### config.mk
export PLATFORM = sky130hd
export DESIGN_NAME = wiper_bank
export DESIGN_NICKNAME = d
export VERILOG_FILES = /design/src/rtl/wiper_pkg.sv /design/src/rtl/wiper_step_ctl.sv /design/src/rtl/wiper_reg.sv /design/src/rtl/tap_decode.sv /design/src/rtl/wiper_bank.sv
export SDC_FILE = /design/constraint.sdc
export NUM_CORES = 1
export LEC_CHECK = 0
export ABC_AREA = 1
export BUFFER_PORTS_ARGS = -buffer_cell sky130_fd_sc_hd__buf_2
export CAP_MARGIN = 5
export CORE_AREA = 2 2 155 157
export CTS_CLUSTER_DIAMETER = 30
export DETAILED_ROUTE_END_ITERATION = 8
export DIE_AREA = 0 0 157 159
export GPL_ROUTABILITY_DRIVEN = 0
export GPL_TIMING_DRIVEN = 0
export PLACE_DENSITY_LB_ADDON = 0.12
export SETUP_SLACK_MARGIN = 0.15
export SYNTH_ARGS = -nofsm -noshare
export SYNTH_HDL_FRONTEND = slang
export SYNTH_SLANG_ARGS = --single-unit
### constraint.sdc
create_clock -name clk -period 4.6 [get_ports clk]
set_input_delay 0.23 -clock clk [delete_from_list [all_inputs] [get_ports clk]]
set_output_delay 0.23 -clock clk [all_outputs]
set_load 0.01 [all_outputs]
### src/rtl/wiper_pkg.sv
package wiper_pkg;
    localparam int POT_CNT = 4;
    localparam int REG_CNT = 4;
    localparam int POS_BITS = 6;

    typedef enum logic [1:0] {
        ST_RECALL = 2'd0,
        ST_IDLE   = 2'd1,
        ST_STEP   = 2'd2
    } step_state_e;
endpackage

### src/rtl/wiper_step_ctl.sv
module wiper_step_ctl
    import wiper_pkg::*;
#(
    parameter int NPOT = POT_CNT,
    localparam int PSEL_W = $clog2(NPOT)
) (
    input  logic              clk,
    input  logic              rst_n,
    input  logic              step_en,
    input  logic [PSEL_W-1:0] pot_sel,
    input  logic              sck,
    input  logic              si,
    output logic              recall,
    output logic              step_up,
    output logic              step_dn,
    output logic [PSEL_W-1:0] step_pot
);
    step_state_e state, state_nx;
    logic sck_q;
    logic sck_rise;

    assign sck_rise = sck & ~sck_q;

    always_ff @(posedge clk or negedge rst_n) begin
        if (!rst_n) begin
            state    <= ST_RECALL;
            sck_q    <= 1'b0;
            step_pot <= '0;
        end else begin
            state <= state_nx;
            sck_q <= sck;
            if (state == ST_IDLE && step_en)
                step_pot <= pot_sel;
        end
    end

    always_comb begin
        state_nx = state;
        unique case (state)
            ST_RECALL: state_nx = ST_IDLE;
            ST_IDLE:   if (step_en) state_nx = ST_STEP;
            ST_STEP:   if (!step_en) state_nx = ST_IDLE;
            default:   state_nx = ST_RECALL;
        endcase
    end

    always_comb begin
        recall  = 1'b0;
        step_up = 1'b0;
        step_dn = 1'b0;
        unique case (state)
            ST_RECALL: recall = 1'b1;
            ST_IDLE:   ;
            ST_STEP: begin
                step_up = sck_rise & si;
                step_dn = sck_rise & ~si;
            end
            default:   recall = 1'b1;
        endcase
    end
endmodule

### src/rtl/wiper_reg.sv
module wiper_reg
    import wiper_pkg::*;
#(
    parameter int W = POS_BITS,
    localparam logic [W-1:0] TOP = '1
) (
    input  logic         clk,
    input  logic         rst_n,
    input  logic         recall,
    input  logic [W-1:0] recall_val,
    input  logic         load_en,
    input  logic [W-1:0] load_val,
    input  logic         step_up,
    input  logic         step_dn,
    output logic [W-1:0] pos
);
    always_ff @(posedge clk or negedge rst_n) begin
        if (!rst_n)
            pos <= '0;
        else if (recall)
            pos <= recall_val;
        else if (load_en)
            pos <= load_val;
        else if (step_up && pos != TOP)
            pos <= pos + 1'b1;
        else if (step_dn && pos != '0)
            pos <= pos - 1'b1;
    end
endmodule

### src/rtl/tap_decode.sv
module tap_decode
    import wiper_pkg::*;
#(
    parameter int W = POS_BITS,
    localparam int TAPS = 1 << W
) (
    input  logic [W-1:0]    pos,
    output logic [TAPS-1:0] sel
);
    always_comb begin
        sel = '0;
        sel[pos] = 1'b1;
    end
endmodule

### src/rtl/wiper_bank.sv
module wiper_bank
    import wiper_pkg::*;
#(
    parameter int NPOT = POT_CNT,
    parameter int NREG = REG_CNT,
    parameter int W    = POS_BITS,
    localparam int PSEL_W = $clog2(NPOT),
    localparam int RSEL_W = $clog2(NREG),
    localparam int TAPS   = 1 << W
) (
    input  logic                   clk,
    input  logic                   rst_n,
    input  logic [NPOT*NREG*W-1:0] dr_bank,
    input  logic [PSEL_W-1:0]      pot_sel,
    input  logic [RSEL_W-1:0]      reg_sel,
    input  logic                   wr_stb,
    input  logic [W-1:0]           wr_data,
    input  logic                   xfr_stb,
    input  logic                   gxfr_stb,
    input  logic                   step_en,
    input  logic                   sck,
    input  logic                   si,
    output logic [NPOT*W-1:0]      wiper_pos,
    output logic [NPOT*TAPS-1:0]   tap_sel
);
    logic              recall;
    logic              step_up;
    logic              step_dn;
    logic [PSEL_W-1:0] step_pot;

    wiper_step_ctl #(.NPOT(NPOT)) i_ctl (
        .clk      (clk),
        .rst_n    (rst_n),
        .step_en  (step_en),
        .pot_sel  (pot_sel),
        .sck      (sck),
        .si       (si),
        .recall   (recall),
        .step_up  (step_up),
        .step_dn  (step_dn),
        .step_pot (step_pot)
    );

    for (genvar p = 0; p < NPOT; p++) begin : g_pot
        logic         hit;
        logic         load_en;
        logic [W-1:0] load_val;
        logic [W-1:0] dr_pick;
        logic [W-1:0] pos;

        assign hit     = (pot_sel == PSEL_W'(p));
        assign dr_pick = dr_bank[(p*NREG + int'(reg_sel))*W +: W];

        always_comb begin
            load_en  = 1'b1;
            load_val = dr_pick;
            if (wr_stb && hit)
                load_val = wr_data;
            else if (!(xfr_stb && hit) && !gxfr_stb)
                load_en = 1'b0;
        end

        wiper_reg #(.W(W)) i_reg (
            .clk        (clk),
            .rst_n      (rst_n),
            .recall     (recall),
            .recall_val (dr_bank[(p*NREG)*W +: W]),
            .load_en    (load_en),
            .load_val   (load_val),
            .step_up    (step_up && step_pot == PSEL_W'(p)),
            .step_dn    (step_dn && step_pot == PSEL_W'(p)),
            .pos        (pos)
        );

        tap_decode #(.W(W)) i_dec (
            .pos (pos),
            .sel (tap_sel[p*TAPS +: TAPS])
        );

        assign wiper_pos[p*W +: W] = pos;
    end
endmodule

**Word level (Yosys, flattened, before mapping)**

Index checks and enable logic that the tools add are counted.

- Add/sub/neg operators: 11
- Multipliers: 4
- Order comparisons: 8
- Multiplexer cells: 41
- Shifts and indexed selects: 4
- Bitwise gates (word level): 5
- Equal/unequal tests: 18
- Reduce and logical (&&, ||, !) cells: 47

Operator list:

| cell | number |
|---|---|
| $shiftx 96x9->6 | 2 |
| $mux 6 | 20 |
| $shiftx 96x6->6 | 1 |
| $shiftx 96x8->6 | 1 |
| $logic_and 1x1->1 | 33 |
| $lt 6x7->1 const B | 4 |
| $add 6x1->6 const B | 4 |
| $demux 1 s6 | 4 |
| $ge 6x1->1 const B | 4 |
| $ne 6x6->1 const B | 4 |
| $reduce_bool 6->1 | 4 |
| $sub 6x1->6 const B | 4 |
| $ne 4x1->1 const B | 4 |
| $mul 5x2->7 const B | 2 |
| $mux 1 | 14 |
| $add 4x2->5 const A | 2 |
| $eq 2x2->1 const B | 5 |
| $eq 2x1->1 const B | 3 |
| $logic_not 2->1 | 3 |
| $mul 4x2->6 const B | 1 |
| $pmux 2 s3 | 1 |
| $logic_not 1->1 | 5 |
| $add 3x2->4 const A | 1 |
| $mul 2x2->4 const B | 1 |
| 6 further kinds | 11 |

- Output and inout bits: 280
- Input bits: 114
- Register bits after elaboration: 29
- Logic and storage cells: 145

**Depth between registers and ports, before layout**

Gate-level depths: netlist of run 1.

- Depth in word-level cells: 10
- Mapped depth: 16
- Gate-level depth less buffers: 16

**Hierarchy**

Synthesis of run 1 repeated with hierarchy kept, for this count alone.

- Cells, all modules: 1146
- Area total of the unflattened synthesis: 5763.0 um^2

Modules (own cells, without submodules):

| module | cells each | seq. area each (um^2) | area an instance (um^2) | instances |
|---|---|---|---|---|
| wiper_reg | 97 | 150.1 | 646.9 | 4 |
| wiper_bank | 365 | 0.0 | 1482.7 | 1 |
| tap_decode | 88 | 0.0 | 345.3 | 4 |
| wiper_step_ctl | 41 | 125.1 | 311.5 | 1 |

**Least setup slack after synthesis of run 1**

OpenSTA, ideal clock, no wires.

- Kind: register -> register
- From: register i_ctl.state[0]
- To: register g_pot[0].i_reg.pos[4]
- Path slack: 2.366 ns
- Path buffers: 0
- Required time: 4.535 ns
- Library setup time: 0.065 ns
- Arrival: 2.169 ns
- Stages on the path, launching flop included: 15
- Clock period less this slack: 2.234 ns
- Path through: dfrtp_1 inv_1 ha_1 nand2_2 nor2_4 nand3_1 fa_1 nand2_1 nand2_1 a21oi_1 xnor2_1 nand2_1 nand3_1 nand2_1 nand2_1

- Word-level cells in the longest chain between the ends: 7
- Elaborated cells between the ends (all ways): 13
- Those cells by class: 3 x eq/ne; 5 x mux; 5 x reduce/logical

Ends and longest elaborated chain:

| what | RTL line | RTL |
|---|---|---|
| start: declaration | wiper_step_ctl.sv:18 | `step_state_e state, state_nx;` |
| start signal: assignment | wiper_step_ctl.sv:30 | `state <= state_nx;` |
| $eq 2x2->1 | wiper_step_ctl.sv:51 | `unique case (state)` |
| $mux 1 | wiper_step_ctl.sv:51 |  |
| $logic_and 1x1->1 | wiper_bank.sv:70 | `.step_up (step_up && step_pot == PSEL_W'(p)),` |
| $logic_and 1x1->1 | wiper_reg.sv:24 | `else if (step_up && pos != TOP)` |
| $mux 6 | wiper_reg.sv:24 |  |
| $mux 6 | wiper_reg.sv:22 | `else if (load_en)` |
| $mux 6 | wiper_reg.sv:20 | `else if (recall)` |
| end signal: assignment | wiper_reg.sv:21 | `pos <= recall_val;` |
| end signal: assignment | wiper_reg.sv:23 | `pos <= load_val;` |
| end signal: assignment | wiper_reg.sv:25 | `pos <= pos + 1'b1;` |
| end: declaration | wiper_reg.sv:15 | `output logic [W-1:0] pos` |

Parallel ways exist; a longest one is shown, timed or not.
A chain may end at the register's enable or synchronous reset.

**Final worst setup path of run 1**

Ends and elaborated chain as after synthesis.

==> results.toml, run 1 <==
[run_status]
outcome = "complete, no violations"

[finish]
areaGrowthSynthToFinish_pct = 46.23
stdcell_area_um2 = 7908
fin_nets = 1557
num_antenna_cells = 0
num-fill-cells = 2758
layout-drive-gt1-share_pct = 34.53

[place]
placed_area_um2 = 7769
post-dp-hpwl_mm = 22.91
port_buffers = 392

[setup_path]
worst_setup_path_start_kind = "flop"
crit_slowest_cell = "fa_1"
max_stage_delay_ns = 0.51
critical-path-top-delay-family = "simple AND/OR/NAND/NOR gates"
worst-setup-path-type = "reg -> reg"
worstPathRequired_ns = 4.78
cp_max_fo = 7
arrival_ns = 2.93
cp-end-kind = "flop"
cp_cell_sequence = "inv_1, ha_1, nand2_2, nor2_4, nand3_1, fa_1, nand2_1, nand2_1, a21oi_1, xnor2_1, nand2_1, nand3_1, nand2_1, nand2_1"
path_buf_inv = 1
path_common_cell = "nand2_1"

[global_route]
antenna_found_initial = 0
grt_overflow = 0
grt_pass1_wl_mm = 41.92
gr-usage-all-layers_pct = 21.71
grt_max_degree = 30
grt_pass1_vias = 7168

[clock_network]
clkTransAtPathRegs_ns = 0.06
cts_tree = "built"
clock-sinks = 29
cts_buffers = 5
cts_setup_buffers = 0
insertion_delay_ns = 0.29
ctsResizeCount = 0
htreeDepth = 2
postCtsHoldBufs = 0
cts_buffer_depth = 2
root_buffer = "clkbuf_16"

[routing]
vias_per_cell = 4.524
post_drt_wl_per_cell_um = 16.24
vias = 7863
drt_iter0_markers = 577
totalWireLength_mm = 28.22
remaining_drc_errors = 0
drtPass1Iterations = 7
ant_nets = 0

[synth]
yosys_warnings = 0
synth_top_area_share_pct = 22.70
synthMuxAreaShare_pct = 0
synth_edf_count = 0
synth_fp_nets = 1158
synthTopCellsByArea = "nor2_1 (23%), nand2_1 (14%), dfrtp_1 (13%), nand3_1 (10%), inv_1 (6.0%)"
syn_area_um2 = 5408
synth-compound-area-share_pct = 12.59
synth_xor_area_share_pct = 1.296
synth_top_family_by_area = "simple AND/OR/NAND/NOR gates"
yosys_register_bits = 29
ys_async_sr_fraction_pct = 100.0
seq_area_frac_synth_pct = 13.42
ys.flop_type = "dfrtp_1"
yosys.area_share.simple_pct = 55.76
synth_most_common_cell = "nor2_1"
netlist_top_cells_count = "nor2_1 (327), nand2_1 (197), nand3_1 (112)"
syn_inst = 1019
yosysTopAreaCell = "nor2_1"
synthAdderAreaFrac_pct = 6.340
synth.avg_cell_area_um2 = 5.307
synth.distinct_cells = 40

[sta]
relSlewSlack_pct = 45.05
max_freq_mhz = 363.9
final_max_slew_viol_count = 0
period_minus_slack_ns = 2.748
setup-violations-final = 0
clock_skew_ns = 0.003659
rsz0062_at_grt = "false"
hold_viol = 0
tightestPinTransition_ns = 0.8242
tns_ns = 0
finalCritPeriodShare_pct = 59.74

[power]
power.leakage_nw = 4.601
ir_worst_vdd_uv = 137.8
power.density_nw_per_um2 = 525.9

[flow_run]
maxCapViolations = 0

[floorplan]
initial_utilization_pct = 23.32
num_io_pins = 394
die_area_um2 = 24960
coreArea_um2 = 23190
die_h_um = 159
num_rows = 56
die_w_um = 157

[hold_path]
hold_path.class = "in -> async"
## where the power goes
part | switching [mW] | total, mW | internal (mW)
Clock | 0.133 | 0.332 | 0.199
Combinational | 2.14 | 3.17 | 1.04
Sequential | 0.262 | 0.652 | 0.390
## worst reg2reg max path, cell delays in order (launching register included)
cell,delay [ns]
dfrtp_1,0.42
inv_1,0.11
ha_1,0.23
nand2_2,0.10
nor2_4,0.27
nand3_1,0.34
fa_1,0.51
nand2_1,0.08
nand2_1,0.06
a21oi_1,0.15
xnor2_1,0.08
nand2_1,0.05
nand3_1,0.06
nand2_1,0.11
nand2_1,0.05
## registers in the layout, indices dropped and copies added (netlist names)
name / count
i_ctl.state: 2
g_pot.i_reg.pos: 24
i_ctl.step_pot: 2
i_ctl.sck_q: 1
## layout make-up
type                       count  area [um^2]  area share (%)
clock buffer                   6        128.9           1.630
sequential                    29        725.7           9.177
tap                          319        399.1           5.047
clock inverter                 2        10.01          0.1266
multi-input combinational    851         4109           51.96
buffer                        24        135.1           1.709
timing repair buffer         392         1962           24.81
inverter                     115        437.9           5.538
## worst paths after layout
| kind | to | start | cells after the start | slack, ns |
|---|---|---|---|---|
| worst max-delay path | g_pot[0].i_reg.pos[4]$_DFFE_PN0P_ | i_ctl.state[0]$_DFFE_PN0P_ | 14 | 1.85 |
| worst min-delay path | g_pot[0].i_reg.pos[5]$_DFFE_PN0P_ | rst_n | 1 | 0.01 |
| worst max register to register | g_pot[0].i_reg.pos[4]$_DFFE_PN0P_ | i_ctl.state[0]$_DFFE_PN0P_ | 14 | 1.85 |
| worst min register to register | i_ctl.step_pot[1]$_DFFE_PN0P_ | i_ctl.step_pot[1]$_DFFE_PN0P_ | 2 | 0.57 |
| max in group asynchronous | g_pot[1].i_reg.pos[4]$_DFFE_PN0P_ | rst_n | 1 | 4.09 |
| min in group clk | i_ctl.sck_q$_DFF_PN0_ | sck | 1 | 0.08 |
## metal layers
layer  wire length (um)  global-route usage [%]
met5                  0                       0
met4                247                   3.378
met3               1898                   3.620
met2              13170                   35.83
met1              12910                   30.12
## per-stage QoR
stage | hold WS, ns | util (%) | std cells | total power, mW | setup WS (ns)
floorplan | -0.06559 | - | 1019 | 2.761 | 2.366
global placement | 0.3637 | 33.50 | 1730 | 3.829 | 1.870
detailed placement | 0.3566 | 33.50 | 1730 | 3.842 | 1.860
CTS | 0.03648 | 34.10 | 1738 | 4.197 | 1.847
global route | 0.07303 | 34.10 | 1738 | 4.619 | 1.583
finish | 0.01109 | 34.10 | 1738 | 4.159 | 1.852
## cell families after synthesis
logic type	count (synthesis)
adder cells (fa/ha/maj)	25
AND/OR/NAND/NOR	696
flip-flops	29
buffers and inverters	139
XOR/XNOR	8
AO/OA/AOI/OAI	122
## cells in the final DEF, fill, tap and decap left out, types with 2 or more instances in the layout
cell / instances
a21oi_1: 20
buf_2: 404
buf_4: 2
buf_6: 3
clkbuf_1: 7
clkbuf_16: 5
clkinv_2: 3
dfrtp_1: 29
fa_1: 4
ha_1: 21
inv_1: 87
inv_2: 24
inv_4: 2
nand2_1: 197
nand2_2: 10
nand2_4: 2
nand3_1: 112
nand3_2: 7
nand3_4: 2
nand3b_1: 7
nand3b_4: 2
nand4_1: 2
nor2_1: 327
nor2_2: 18
nor2_4: 2
nor3_1: 4
o211ai_1: 17
o21ai_0: 57
o21ai_1: 18
o21bai_1: 2
o22ai_1: 5
xnor2_1: 8
Power figures use the tool's default switching activity.
==> run 2: changes to the inputs <==
- clock period: 4.6 -> 2.2 ns (I/O delays scaled with it)
==> run 2 against run 1 <==
  * The flow now finishes with violations (negative setup slack)
  * Total power grew 150%
  * First-iteration DRC count up 1.7%
  * Critical path depth rose by 1
  * Maximum frequency is 22% higher
  * Clock skew up 0.0048 ns
  * Critical path type unchanged
  * Critical endpoint is now g_pot[3].i_reg.pos[4]$_DFFE_PN0P_
==> results.toml, run 2 (same netlist as run 1, synthesis figures left out) <==
[power]
power.density_nw_per_um2 = 1179
p_comb_share_pct = 76.8
power.internal_mw = 4.396
pwr-share-clk_pct = 9.1
power.leakage_nw = 4.869
p_sw_mw = 5.990
ir_worst_vdd_uv = 406.5
power_frac_seq_pct = 14.1
swShare_pct = 57.68

[clock_network]
clkTransAtPathRegs_ns = 0.06
cts_tree = "built"
cts_buffer_depth = 2
root_buffer = "clkbuf_16"
insertion_delay_ns = 0.29
cts_buffers = 5
clock-sinks = 29
htreeDepth = 2

[setup_path]
worst_setup_path_start_kind = "flop"
worstRegToRegCells = 15
arrival_ns = 2.48
cp-end-kind = "flop"
cp_max_fo = 6
worst-setup-path-type = "reg -> reg"
worstPathRequired_ns = 2.43

[routing]
totalWireLength_mm = 29.58
drt_iter0_markers = 587
vias_per_cell = 4.594
post_drt_wl_per_cell_um = 16.68
vias = 8146
ant_nets = 0
drtPass1Iterations = 5
remaining_drc_errors = 0

[flow_run]
maxCapViolations = 0

[finish]
num-fill-cells = 2655
top_regs = "g_pot.i_reg.pos: 24 flops, i_ctl.state: 2 flops, i_ctl.step_pot: 2 flops"
largest-register = "g_pot.i_reg.pos"
stdcell_area_um2 = 8807
register_area_um2 = 749.5
largest_reg_flops = 24
final_cell_mix = "buf_2 (404), nor2_1 (320), nand2_1 (178)"
areaGrowthSynthToFinish_pct = 62.86
multi_input_area_um2 = 4627
final_common_cell = "buf_2"
fin_nets = 1587
layout-drive-gt1-share_pct = 42.93

[global_route]
grt_overflow = 0
gr-usage-all-layers_pct = 22.34
grt_pass1_wl_mm = 43.19
antenna_found_initial = 5
grt_max_degree = 30
grt_pass1_vias = 7270

[floorplan]
die_w_um = 157
die_area_um2 = 24960
die_h_um = 159
initial_utilization_pct = 23.32
coreArea_um2 = 23190
num_io_pins = 394
num_rows = 56

[sta]
relSlewSlack_pct = 46.66
hold_viol = 0
final_max_slew_viol_count = 0
finalCritPeriodShare_pct = 102.3
tightestPinTransition_ns = 0.8002
max_freq_mhz = 444.2
setup-violations-final = 3
whs_ns = 0.1216
clock_skew_ns = 0.008491
layout_setup_ws_ns = -0.05100
period_minus_slack_ns = 2.251
rsz0062_at_grt = "true"

[place]
post-dp-hpwl_mm = 23.27
post-place-ws_ns = -0.3680
placed_area_um2 = 7988
port_buffers = 392

[run_status]
outcome = "finished, violations left"
violations = "negative setup slack"

[hold_path]
hold_path.class = "in -> reg"
hold_path_depth = 3
## run 2: per-stage QoR
step	setup TNS, ns	util, %	power (mW)	std cells
after global placement	-4.445	34.44	8.378	1730
after detailed placement	-4.917	34.44	8.393	1730
after global routing	-1.743	37.97	11.31	1773
after CTS	-0.1397	36.55	9.772	1760
after floorplan	0	-	6.015	1019
final	-0.08959	37.97	10.39	1773
## run 2: critical path: stages (launching register included)
cell	delay (ns)
dfrtp_1	0.39
inv_2	0.08
ha_4	0.14
nand2_4	0.06
nor2_4	0.12
buf_12	0.14
nand3_4	0.15
fa_2	0.41
nand2_2	0.08
nand2_2	0.05
a21oi_2	0.12
xnor2_1	0.15
nand2_1	0.09
nand3_2	0.09
nand2_2	0.05
nand2_1	0.05
## run 2: worst paths after layout
kind                       slack (ns)                           from                           endpoint
max reg2reg                     -0.05     i_ctl.state[0]$_DFFE_PN0P_  g_pot[3].i_reg.pos[4]$_DFFE_PN0P_
max in group asynchronous        1.16                          rst_n  g_pot[1].i_reg.pos[4]$_DFFE_PN0P_
min                              0.12                     dr_bank[1]  g_pot[0].i_reg.pos[1]$_DFFE_PN0P_
max                             -0.05     i_ctl.state[0]$_DFFE_PN0P_  g_pot[3].i_reg.pos[4]$_DFFE_PN0P_
min in group asynchronous        0.47                          rst_n  g_pot[2].i_reg.pos[5]$_DFFE_PN0P_
min reg2reg                      0.57  i_ctl.step_pot[1]$_DFFE_PN0P_      i_ctl.step_pot[1]$_DFFE_PN0P_
## run 2: power by group through the flow
stage | combinational, mW | sequential, mW | clock [mW]
floorplan | 4.60 | 1.42 | 0
global placement | 6.94 | 1.44 | 0
detailed placement | 6.95 | 1.45 | 0
CTS | 7.34 | 1.46 | 0.971
global route | 8.79 | 1.53 | 0.985
finish | 7.97 | 1.47 | 0.946
## run 2: timing repair
item,in CTS,in global routing
setup endpoints to repair,24,23
hold endpoints to repair,30,0
pin swaps,42,34
buffers inserted,20,8
hold buffers,2,0
gates resized for setup,48,69
## run 2: area by class of cell
cell class / instances / area share [%]
antenna: 5 / 0.1421
buffer: 24 / 1.676
clock buffer: 5 / 1.421
clock inverter: 3 / 0.7387
inverter: 115 / 5.029
multi-input combinational: 851 / 52.54
sequential: 29 / 8.510
tap: 319 / 4.532
timing repair buffer: 422 / 25.42
## run 2: layer usage
metal | GRT usage [%] | wire length (um)
met1 | 33.16 | 14170
met2 | 34.81 | 13520
met3 | 2.531 | 1636
met4 | 4.170 | 252
met5 | 0 | 0
==> run 3: changes to the inputs <==
- CORE_AREA: 2 2 155 157 -> 2 2 153 155
- DIE_AREA: 0 0 157 159 -> 0 0 155 157
- SYNTH_HIERARCHICAL: unset -> 1
==> run 3 against run 2 <==
  * Sequential share of layout area shrank 0.57 points
  * Wire length shrank 1.7%
  * Setup slack lost 0.30 ns
  * The flow still finishes with violations (negative setup slack)
  * Register-to-register slack lost 0.30 ns
  * Synthesized cell count grew 12%
  * Die area shrank 2.5%
  * Largest power group unchanged
==> results.toml, run 3 <==
[setup_path]
rr_startpoint = "i_ctl/state[0]$_DFFE_PN0P_"
cp_max_fo = 5
worstRegToRegCells = 19
worst_setup_path_start_kind = "flop"
max_stage_delay_ns = 0.39
worst-setup-path-type = "reg -> reg"
path_common_cell = "nand3_1"
crit_slowest_cell = "dfrtp_1"
worstReg2RegEnd = "g_pot[0].i_reg/pos[5]$_DFFE_PN0P_"
path_buf_inv = 5
cp-end-kind = "flop"
arrival_ns = 2.76
regToRegSetupSlack_ns = -0.35
worstPathRequired_ns = 2.41
cp_cell_sequence = "inv_2, ha_4, inv_2, nor2_1, nand2_1, nor2_2, inv_4, nor3_4, nand2_4, buf_12, ha_4, nand2_2, inv_2, nand3_1, nand3_1, nand3_1, nand3_1, nand2_1, a21oi_1"
critical-path-top-delay-family = "simple AND/OR/NAND/NOR gates"

[place]
post-place-ws_ns = -0.4218
port_buffers = 392
post-dp-hpwl_mm = 22.79
placed_area_um2 = 8274
post-place-cells = 1823

[hold_path]
holdPathEnd = "g_pot[2].i_reg/pos[2]$_DFFE_PN0P_"
hold_path_depth = 3
hold_path.class = "in -> reg"
min_from = "dr_bank[50]"

[sta]
tightestPinTransition_ns = 0.8122
hold_viol = 0
finalCritPeriodShare_pct = 115.7
clock_skew_ns = 0.009696
period_minus_slack_ns = 2.546
relSlewSlack_pct = 45.86
layout_setup_ws_ns = -0.3463
final_max_slew_viol_count = 0
setup-violations-final = 23
max_freq_mhz = 392.7
rsz0062_at_grt = "true"

[floorplan]
num_io_pins = 394
coreArea_um2 = 22500
die_area_um2 = 24340
die_w_um = 155
num_rows = 55
die_h_um = 157
initial_utilization_pct = 25.61

[synth]
synthTopCellsByArea = "nand2_1 (21%), nor2_1 (19%), dfrtp_1 (13%), nand3_1 (12%), inv_1 (12%)"
yosys_warnings = 6
seq_area_frac_synth_pct = 12.59
syn_area_um2 = 5763
netlist_top_cells_count = "nand2_1 (324), nor2_1 (299), inv_1 (181)"
synth_most_common_cell = "nand2_1"
ys.flop_type = "dfrtp_1"
ys_async_sr_fraction_pct = 100.0
synth_edf_count = 0
synth.avg_cell_area_um2 = 5.029
yosysTopAreaCell = "nand2_1"
syn_inst = 1146
synth.distinct_cells = 29
synth_top_area_share_pct = 21.10
yosys_register_bits = 29
synth_fp_nets = 1285

[clock_network]
cts_buffer_depth = 2
root_buffer = "clkbuf_16"
htreeDepth = 2
cts_tree = "built"
clock-sinks = 29
cts_buffers = 5
clkTransAtPathRegs_ns = 0.06
insertion_delay_ns = 0.29

[finish]
largest_reg_flops = 24
final_cell_mix = "buf_2 (400), nand2_1 (305), nor2_1 (296)"
fin_nets = 1726
top_regs = "g_pot.i_reg/pos: 24 flops, i_ctl/state: 2 flops, i_ctl/step_pot: 2 flops"
stdcell_area_um2 = 9138
fin_cells = 1874
largest-register = "g_pot.i_reg/pos"
final_common_cell = "buf_2"
areaGrowthSynthToFinish_pct = 58.55
layout-drive-gt1-share_pct = 37.28

[global_route]
grt_pass1_vias = 7695
gr-usage-all-layers_pct = 22.08
grt_pass1_wl_mm = 42.39
grt_max_degree = 30
antenna_found_initial = 1
grt_overflow = 0

[routing]
drtPass1Iterations = 5
post_drt_wl_per_cell_um = 15.52
vias_per_cell = 4.636
ant_nets = 0
drt_iter0_markers = 672
vias = 8688
totalWireLength_mm = 29.08
remaining_drc_errors = 0

[power]
ir_worst_vdd_uv = 462.7
finalPower_mw = 9.955
power.density_nw_per_um2 = 1089
power.leakage_nw = 5.511

[flow_run]
maxCapViolations = 0

[run_status]
outcome = "finished, violations left"
violations = "negative setup slack"
## run 3: stage by stage
step / util [%] / hold WS [ns] / TNS, ns
2_1_floorplan: - / -0.1856 / -0.3790
3_3_place_gp: 36.77 / 0.2381 / -6.493
3_5_place_dp: 36.77 / 0.2387 / -6.754
4_1_cts: 38.62 / 0.08404 / -5.369
5_1_grt: 40.61 / 0.1117 / -8.652
6_report: 40.61 / 0.09826 / -4.817
## run 3: kinds of logic after synthesis
logic type      count (synthesis)  synth area share [%]
compound gates                 72                 7.425
xor+xnor                        4                0.6078
fa+ha+maj                      25                 5.949
buf+inv                       210                 14.70
flops                          29                 12.59
simple gates                  806                 58.73
## run 3: per-layer routing
| metal | share of wire, % | wire, um | track usage (%) |
|---|---|---|---|
| met3 | 4.9 | 1435 | 2.974 |
| met5 | 0 | 0 | 0 |
| met4 | 1.8 | 537 | 4.982 |
| met2 | 49 | 14280 | 39.13 |
| met1 | 44 | 12830 | 28.49 |
## run 3: timing repair
item,in CTS,in global routing
hold buffers,2,0
resized for setup,29,63
endpoints found under the hold margin,30,0
setup endpoints to repair,24,24
setup buffers,18,18
pin swaps,34,34
gates cloned,0,4
## run 3: final cells by class
type / count / area, um^2
Inverter: 191 / 725.7
Clock buffer: 6 / 128.9
Antenna cell: 1 / 2.502
Fill cell: 2571 / 13370
Clock inverter: 2 / 10.01
Multi-Input combinational cell: 907 / 4664
Tap cell: 285 / 356.6
Timing Repair Buffer: 433 / 2377
Sequential cell: 29 / 725.7
Buffer: 19 / 141.4
Timing Repair inverter: 1 / 5.005
## run 3: how the worst max path moves through the flow
stage / from / endpoint / slack [ns] / cells after the start
4_1_cts: i_ctl/state[0]$_DFFE_PN0P_ / g_pot[1].i_reg/pos[3]$_DFFE_PN0P_ / -0.37 / 18
3_3_place_gp: i_ctl/state[0]$_DFFE_PN0P_ / g_pot[0].i_reg/pos[4]$_DFFE_PN0P_ / -0.40 / 18
3_5_place_dp: i_ctl/state[0]$_DFFE_PN0P_ / g_pot[0].i_reg/pos[4]$_DFFE_PN0P_ / -0.42 / 18
2_1_floorplan: i_ctl/state[0]$_DFFE_PN0P_ / g_pot[0].i_reg/pos[3]$_DFFE_PN0P_ / -0.07 / 18
6_report: i_ctl/state[0]$_DFFE_PN0P_ / g_pot[0].i_reg/pos[5]$_DFFE_PN0P_ / -0.35 / 19
5_1_grt: i_ctl/state[0]$_DFFE_PN0P_ / g_pot[0].i_reg/pos[4]$_DFFE_PN0P_ / -0.55 / 19
## run 3: power breakdown
group	switching [mW]	internal, mW
Combinational	4.68	2.83
Clock	0.278	0.416
Sequential	0.946	0.811
Total	5.90	4.05
## run 3: worst register-to-register path, cell delays in order (launching register included)
cell and delay (ns):
dfrtp_1 0.39, inv_2 0.09, ha_4 0.13, inv_2 0.03
nor2_1 0.08, nand2_1 0.10, nor2_2 0.15, inv_4 0.09
nor3_4 0.26, nand2_4 0.14, buf_12 0.16, ha_4 0.27
nand2_2 0.05, inv_2 0.05, nand3_1 0.06, nand3_1 0.11
nand3_1 0.07, nand3_1 0.09, nand2_1 0.06, a21oi_1 0.11
